### src/rtl/zbt_pkg.sv
// Shared definitions for the pipelined zero-turnaround SRAM model.
// Assumes: commands flow through the pipeline as (kind, address, lane mask).
package zbt_pkg;

    // Kind of access carried by one pipeline slot.
    typedef enum logic [1:0] {
        OP_IDLE  = 2'd0,
        OP_READ  = 2'd1,
        OP_WRITE = 2'd2
    } op_e;

    // Linear burst order: next low-order word index, wrapping within four.
    function automatic logic [1:0] burst_step(input logic [1:0] cur);
        return cur + 2'd1;
    endfunction

endpackage

### src/rtl/zbt_issue.sv
// Command decode and burst address generator.
// Turns the per-cycle control pins into one issued access (or none).
// On a load it samples chip selects, address, direction and lane mask.
// On an advance it steps the low two address bits of the running burst.
// Assumes: en is the decoded clock enable; sleep has priority over it.
module zbt_issue
    import zbt_pkg::*;
#(
    parameter int ADDR_W = 6,
    parameter int LANES  = 4
) (
    input  logic              clk,
    input  logic              rst_n,
    input  logic              en,
    input  logic              sleep,
    input  logic              adv_ld_n,
    input  logic              we_n,
    input  logic              sel,
    input  logic [ADDR_W-1:0] addr,
    input  logic [LANES-1:0]  bw_n,
    output op_e               iss_kind,
    output logic [ADDR_W-1:0] iss_addr,
    output logic [LANES-1:0]  iss_bw_n
);
    localparam int HI_W = ADDR_W - 2;

    logic            act;
    logic            dir_wr;
    logic [HI_W-1:0] base_hi;
    logic [1:0]      cnt;

    // Decode the access issued at the coming edge.
    always_comb begin
        iss_kind = OP_IDLE;
        iss_addr = '0;
        iss_bw_n = bw_n;
        if (!sleep) begin
            if (!adv_ld_n) begin
                if (sel) begin
                    iss_kind = we_n ? OP_READ : OP_WRITE;
                    iss_addr = addr;
                end
            end else if (act) begin
                iss_kind = dir_wr ? OP_WRITE : OP_READ;
                iss_addr = {base_hi, burst_step(cnt)};
            end
        end
    end

    // Burst state: load on selected load cycles, step on advances.
    always_ff @(posedge clk) begin
        if (!rst_n) begin
            act     <= 1'b0;
            dir_wr  <= 1'b0;
            base_hi <= '0;
            cnt     <= '0;
        end else if (sleep) begin
            act <= 1'b0;
        end else if (en) begin
            if (!adv_ld_n) begin
                act     <= sel;
                dir_wr  <= !we_n;
                base_hi <= addr[ADDR_W-1:2];
                cnt     <= addr[1:0];
            end else if (act) begin
                cnt <= burst_step(cnt);
            end
        end
    end

    // an advance during a burst moves the counter by exactly one.
    a_r4_counter_step: assert property (@(posedge clk) disable iff (!rst_n)
        (en && !sleep && adv_ld_n && act) |=> (cnt == $past(cnt) + 2'd1));

    // the direction of a burst is frozen across advance cycles.
    a_r5_dir_kept: assert property (@(posedge clk) disable iff (!rst_n)
        (en && !sleep && adv_ld_n) |=> $stable(dir_wr));

    // a load without full selection leaves no burst running.
    a_r3_deselect_ends: assert property (@(posedge clk) disable iff (!rst_n)
        (en && !sleep && !adv_ld_n && !sel) |=> !act);

    // a disabled clock edge leaves the burst state untouched.
    a_r7_burst_hold: assert property (@(posedge clk) disable iff (!rst_n)
        (!en && !sleep) |=> ($stable(cnt) && $stable(act) && $stable(base_hi)));

    // sleep terminates any running burst.
    a_r8_sleep_ends: assert property (@(posedge clk) disable iff (!rst_n)
        sleep |=> !act);

endmodule

### src/rtl/zbt_pipe.sv
// Two-slot command pipeline between issue and the data phase.
// Slot 1 holds the access issued at the last enabled edge; slot 2 the one
// before it, which meets its data at the next enabled edge.
// Assumes: sleep flushes both slots; a disabled edge holds them.
module zbt_pipe
    import zbt_pkg::*;
#(
    parameter int ADDR_W = 6,
    parameter int LANES  = 4
) (
    input  logic              clk,
    input  logic              rst_n,
    input  logic              en,
    input  logic              sleep,
    input  op_e               in_kind,
    input  logic [ADDR_W-1:0] in_addr,
    input  logic [LANES-1:0]  in_bw_n,
    output op_e               out_kind,
    output logic [ADDR_W-1:0] out_addr,
    output logic [LANES-1:0]  out_bw_n
);
    op_e               s1_kind;
    logic [ADDR_W-1:0] s1_addr;
    logic [LANES-1:0]  s1_bw_n;

    // Shift both slots on an enabled edge; flush on reset or sleep.
    always_ff @(posedge clk) begin
        if (!rst_n || sleep) begin
            s1_kind  <= OP_IDLE;
            out_kind <= OP_IDLE;
        end else if (en) begin
            s1_kind  <= in_kind;
            out_kind <= s1_kind;
        end
    end

    // Address and lane mask follow their slot; no reset needed.
    always_ff @(posedge clk) begin
        if (en && !sleep) begin
            s1_addr  <= in_addr;
            s1_bw_n  <= in_bw_n;
            out_addr <= s1_addr;
            out_bw_n <= s1_bw_n;
        end
    end

    // a disabled edge freezes both pipeline slots.
    a_r7_pipe_hold: assert property (@(posedge clk) disable iff (!rst_n)
        (!en && !sleep) |=> ($stable(s1_kind) && $stable(out_kind)));

    // sleep drops every access still in flight.
    a_r8_pipe_flush: assert property (@(posedge clk) disable iff (!rst_n)
        sleep |=> (s1_kind == OP_IDLE && out_kind == OP_IDLE));

    // an issued access reaches the data slot after one more enabled edge.
    a_r1_slot_move: assert property (@(posedge clk) disable iff (!rst_n)
        (en && !sleep && s1_kind != OP_IDLE) |=> (out_kind != OP_IDLE));

endmodule

### src/rtl/zbt_array.sv
// Storage array with per-lane write gating and a registered read port.
// Each byte lane has its own storage so a masked write touches only it.
// Assumes: the access presented here is in its data phase this edge.
module zbt_array
    import zbt_pkg::*;
#(
    parameter int ADDR_W = 6,
    parameter int LANES  = 4,
    parameter int LANE_W = 8
) (
    input  logic                    clk,
    input  logic                    rst_n,
    input  logic                    en,
    input  logic                    sleep,
    input  op_e                     kind,
    input  logic [ADDR_W-1:0]       addr,
    input  logic [LANES-1:0]        bw_n,
    input  logic [LANES*LANE_W-1:0] din,
    output logic [LANES*LANE_W-1:0] rd_data,
    output logic                    rd_valid
);
    localparam int DEPTH = 1 << ADDR_W;

    logic live;
    assign live = en && !sleep;

    for (genvar g = 0; g < LANES; g++) begin : g_lane
        logic [LANE_W-1:0] mem [DEPTH];
        logic [LANE_W-1:0] rq;

        // Write this lane when the data-phase write enables it.
        always_ff @(posedge clk) begin
            if (live && kind == OP_WRITE && !bw_n[g])
                mem[addr] <= din[g*LANE_W +: LANE_W];
        end

        // Capture this lane's read word in the data phase of a read.
        always_ff @(posedge clk) begin
            if (!rst_n)
                rq <= '0;
            else if (live && kind == OP_READ)
                rq <= mem[addr];
        end

        assign rd_data[g*LANE_W +: LANE_W] = rq;
    end

    // Valid flag follows the data phase; sleep clears it, stall holds it.
    always_ff @(posedge clk) begin
        if (!rst_n || sleep)
            rd_valid <= 1'b0;
        else if (en)
            rd_valid <= (kind == OP_READ);
    end

    // read output is frozen across a disabled edge.
    a_r7_out_hold: assert property (@(posedge clk) disable iff (!rst_n)
        (!en && !sleep) |=> ($stable(rd_valid) && $stable(rd_data)));

    // no valid read output while or after sleeping.
    a_r8_out_clear: assert property (@(posedge clk) disable iff (!rst_n)
        sleep |=> !rd_valid);

endmodule

### src/rtl/zbt_sram.sv
// Pipelined zero-turnaround synchronous SRAM, top level.
// Wires the command decoder, the two-slot pipeline and the array, and
// gates the read port with the asynchronous output enable.
// Assumes: separate data-in and data-out lines instead of a shared bus.
module zbt_sram
    import zbt_pkg::*;
#(
    parameter int ADDR_W = 6,
    parameter int LANES  = 4,
    parameter int LANE_W = 8
) (
    input  logic                    clk,
    input  logic                    rst_n,
    input  logic                    cke_n,
    input  logic                    sleep,
    input  logic                    adv_ld_n,
    input  logic                    we_n,
    input  logic                    ce1_n,
    input  logic                    ce2_n,
    input  logic                    ce3,
    input  logic [ADDR_W-1:0]       addr,
    input  logic [LANES-1:0]        bw_n,
    input  logic [LANES*LANE_W-1:0] din,
    input  logic                    oe_n,
    output logic [LANES*LANE_W-1:0] dout,
    output logic                    dout_valid
);
    localparam int DATA_W = LANES * LANE_W;

    logic              en;
    logic              sel;
    op_e               iss_kind;
    logic [ADDR_W-1:0] iss_addr;
    logic [LANES-1:0]  iss_bw_n;
    op_e               dp_kind;
    logic [ADDR_W-1:0] dp_addr;
    logic [LANES-1:0]  dp_bw_n;
    logic [DATA_W-1:0] rd_data;
    logic              rd_valid;

    // Decode clock enable and the three-way chip select.
    assign en  = !cke_n;
    assign sel = !ce1_n && !ce2_n && ce3;

    zbt_issue #(.ADDR_W(ADDR_W), .LANES(LANES)) u_issue (
        .clk      (clk),
        .rst_n    (rst_n),
        .en       (en),
        .sleep    (sleep),
        .adv_ld_n (adv_ld_n),
        .we_n     (we_n),
        .sel      (sel),
        .addr     (addr),
        .bw_n     (bw_n),
        .iss_kind (iss_kind),
        .iss_addr (iss_addr),
        .iss_bw_n (iss_bw_n)
    );

    zbt_pipe #(.ADDR_W(ADDR_W), .LANES(LANES)) u_pipe (
        .clk      (clk),
        .rst_n    (rst_n),
        .en       (en),
        .sleep    (sleep),
        .in_kind  (iss_kind),
        .in_addr  (iss_addr),
        .in_bw_n  (iss_bw_n),
        .out_kind (dp_kind),
        .out_addr (dp_addr),
        .out_bw_n (dp_bw_n)
    );

    zbt_array #(.ADDR_W(ADDR_W), .LANES(LANES), .LANE_W(LANE_W)) u_array (
        .clk      (clk),
        .rst_n    (rst_n),
        .en       (en),
        .sleep    (sleep),
        .kind     (dp_kind),
        .addr     (dp_addr),
        .bw_n     (dp_bw_n),
        .din      (din),
        .rd_data  (rd_data),
        .rd_valid (rd_valid)
    );

    // Output enable gates the read port without touching any state.
    assign dout       = oe_n ? '0 : rd_data;
    assign dout_valid = rd_valid && !oe_n;

endmodule

### config.mk
export PLATFORM = sky130hd
export DESIGN_NAME = zbt_sram
export DESIGN_NICKNAME = d
export VERILOG_FILES = /design/src/rtl/zbt_pkg.sv /design/src/rtl/zbt_issue.sv /design/src/rtl/zbt_pipe.sv /design/src/rtl/zbt_array.sv /design/src/rtl/zbt_sram.sv
export SDC_FILE = /design/constraint.sdc
export NUM_CORES = 2
export LEC_CHECK = 0
export BUFFER_PORTS_ARGS = -buffer_cell sky130_fd_sc_hd__buf_2
export CAP_MARGIN = 20
export CORE_MARGIN = 3
export CORE_UTILIZATION = 35
export DETAILED_ROUTE_END_ITERATION = 12
export PLACE_DENSITY = 0.48
export SYNTH_ARGS = -nofsm -noshare
export SYNTH_HDL_FRONTEND = slang
export SYNTH_SLANG_ARGS = --single-unit
### constraint.sdc
create_clock -name clk -period 7.2 [get_ports clk]
set_input_delay 1.44 -clock clk [delete_from_list [all_inputs] [get_ports clk]]
set_output_delay 1.44 -clock clk [all_outputs]
set_load 0.05 [all_outputs]
==> metrics.cfg <==
[cts]
cts_buffers = 220
hold_buffers = 0
h-tree-depth = 4
cts_tree = yes
cts_resized = 0
path_clk_slew_ns = 0.06
clock_latency_ns = 0.88
clock_sinks = 2113
cts_buffer_depth = 3
cts-root-buf = clkbuf_16
post_cts_buffers = 0

[synthesis]
ys_top_cells_by_area = edfxtp_1 76%, mux4_2 4.3%, a221oi_1 2.9%
synth_adder_area_share_pct = 0
yosys.cell_types.count = 74
synth-main-ff-cell = edfxtp_1
async_reset_ff_share_pct = 0
synthSimpleGateAreaFrac_pct = 3.353
ys_ff_latch = 2113
ys_seq_area_share_pct = 76.74
netlist_area_um2 = 82090
synth_cells = 4581
synth_top_family_by_area = compound AO/OA/AOI/OAI gates
ys_warn_count = 0
yosys.area.top_type = edfxtp_1
synth_top_cell_area_share_pct = 75.65
yosys-mux-area-fraction_pct = 8.761
syn-num-nets = 4633
synth_edf_count = 2068
synth_compound_area_share_pct = 8.971
syn_avg_cell_area_um2 = 17.92
yosys.area_share.xor_xnor_pct = 0.01067

[pwr]
seq_power_share_pct = 53.2
internal_power_uw = 19780
sw_frac_of_total_pct = 22.08
power_density_nw_per_um2 = 273.4
clkPwrFrac_pct = 43.2
ir_drop_uv = 231.1
comb_power_share_pct = 3.6
p_sw_uw = 5607
leakage_uw = 0.02855
totalPowerFinal_uw = 25390

[placement]
port-buffer-count = 84
pre_cts_ws_ns = 2.182
gp_congestion = 0.8485
placedCellCount = 7580
dpl.hpwl_um = 183300

[floorplanning]
ios = 85
core-area_um2 = 233000
start_util_pct = 35.24
rows = 177
die_area_um2 = 240400
die_x_um = 490.3
die_height_um = 490.3

[critical_path]
critical_path_class = reg -> reg
critPathSlowestCell = nor2_4
r2r_cells = 6
critical-path-top-delay-family = simple AND/OR/NAND/NOR gates
critPathBufInv = 2
path_depth = 6
cp.arrival_ns = 5.76
critPathLaunchType = flip-flop
cp-end-kind = flip-flop
crit_required_ns = 7.68
path_cells = buf_12 > nand2b_1 > nor2_4 > buf_4 > nand2_1 > nor2_1
cp_slowest_stage_delay_ns = 1.02
path_max_fanout = 73

[finish]
final_common_cell = edfxtp_1
fin_util_pct = 39.86
layout.cells.non_filler = 8012
nets = 4724
mostFrequentLayoutCells = 2068 x edfxtp_1, 361 x nor2_1, 273 x a221oi_1
drive_gt1_share_pct = 18.01
area_growth_pct = 13.12

[sta]
max_freq_mhz = 189.6
fin_crit_sh_pct = 73.25
rsz0062_at_grt = false
finalHoldViolations = 0
setup_slack_ns = 1.926
fin_skew_ns = 0.03459
min_period_ns = 5.274
maxSlewViolCount = 0
setup_viol = 0
relSlewSlack_pct = 15.50
worstMarginPinSlew_ns = 1.268
tns_ns = 0

[detailed_routing]
via_per_inst = 5.994
avgRoutedWirePerCell_um = 38.16
drt_iter0_drc = 6736
wirelength_um = 305700
vias = 48020
ant_nets = 0
first_pass_iters = 6
drc = 0

[global_route]
grt_first_pass_wirelength_um = 413300
overflow = 0
grt_max_degree = 116
track_usage_pct = 24.74
grt_pass1_vias = 46780
antenna_found_initial = 23

[hold_path]
hold_path_depth = 0
hp-class = reg -> reg

[status]
status = complete, no violations

[flow_run]
drv_cap = 0

==> Yosys cell counts, drive strengths merged, types with 6 or more instances <==
| master | n |
|---|---|
| edfxtp | 2068 |
| nor2 | 371 |
| a221oi | 276 |
| buf | 216 |
| a22oi | 191 |
| mux2i | 174 |
| mux2 | 167 |
| mux4 | 158 |
| nand2 | 128 |
| clkbuf | 120 |
| a21oi | 110 |
| o21ai | 97 |
| o22ai | 84 |
| dfxtp | 45 |
| nor2b | 45 |
| a31oi | 40 |
| a22o | 27 |
| a221o | 26 |
| a211oi | 24 |
| nor3 | 24 |
| o221ai | 15 |
| o22a | 15 |
| and3 | 14 |
| a2bb2oi | 11 |
| nand2b | 11 |
| nand3 | 10 |
| o2bb2ai | 10 |
| inv | 7 |
| o21a | 7 |
| nor3b | 6 |
| o211ai | 6 |
==> cell type report <==
class / instances / area [µm²]
Fill cell: 21240 / 140100
Sequential cell: 2113 / 63000
Multi-Input combinational cell: 2125 / 17480
Clock buffer: 277 / 5782
Tap cell: 3132 / 3919
Timing Repair Buffer: 205 / 1578
Clock inverter: 136 / 1016
Antenna cell: 17 / 42.54
Inverter: 7 / 36.28
==> metal layers <==
layer / routed length [µm] / part of all wire, % / global-route usage (%)
met1: 125800 / 41 / 34.02
met4: 14670 / 4.8 / 11.17
met2: 138000 / 45 / 37.53
met3: 27000 / 8.8 / 5.568
met5: 188 / 0.061 / 0
==> metrics by stage <==
step | area, µm² | hold WS, ns
floorplan | 82090 | 0.4003
global placement | 85960 | 0.4031
detailed placement | 86000 | 0.4045
CTS | 92800 | 0.4192
global route | 92820 | 0.4345
finish | 92860 | 0.4177
==> worst paths after layout <==
kind / slack [ns] / start / endpoint
hold / removal: 0.42 / u_pipe.s1_bw_n[1] / u_pipe.out_bw_n[1]
hold reg to reg: 0.42 / u_pipe.s1_bw_n[1] / u_pipe.out_bw_n[1]
setup / recovery: 1.93 / u_pipe.out_addr[1] / u_array.g_lane[1].mem[58][6]
setup reg to reg: 1.93 / u_pipe.out_addr[1] / u_array.g_lane[1].mem[58][6]
==> cells by family after synthesis <==
kind of cell	Yosys count
flip-flops	2113
multiplexers	499
buffers and inverters	343
XOR/XNOR	1
AO/OA/AOI/OAI	988
AND/OR/NAND/NOR	637
==> power by group through the flow <==
| stage | combinational, µW | sequential (µW) | clock (µW) |
|---|---|---|---|
| after floorplan | 372 | 13800 | 0 |
| after global placement | 908 | 13800 | 0 |
| after detailed placement | 911 | 13800 | 0 |
| after CTS | 911 | 13500 | 11100 |
| after global routing | 941 | 13500 | 11600 |
| final | 917 | 13500 | 11000 |
==> state kept, by name, indices dropped and copies added, names as in the netlist, 4 cells and up <==
name,cells
u_pipe.out_addr,6
u_array.g_lane.rq,32
u_pipe.s1_bw_n,4
u_array.g_lane.mem,2048
u_issue.base_hi,4
u_pipe.out_bw_n,4
u_pipe.s1_addr,6
==> worst register-to-register path: stages (launching register included) <==
cell      delay, ns
edfxtp_1       0.46
buf_12         0.40
nand2b_1       0.85
nor2_4         1.03
buf_4          0.47
nand2_1        0.74
nor2_1         0.92
No activity file was read; power rests on OpenSTA's default activity.
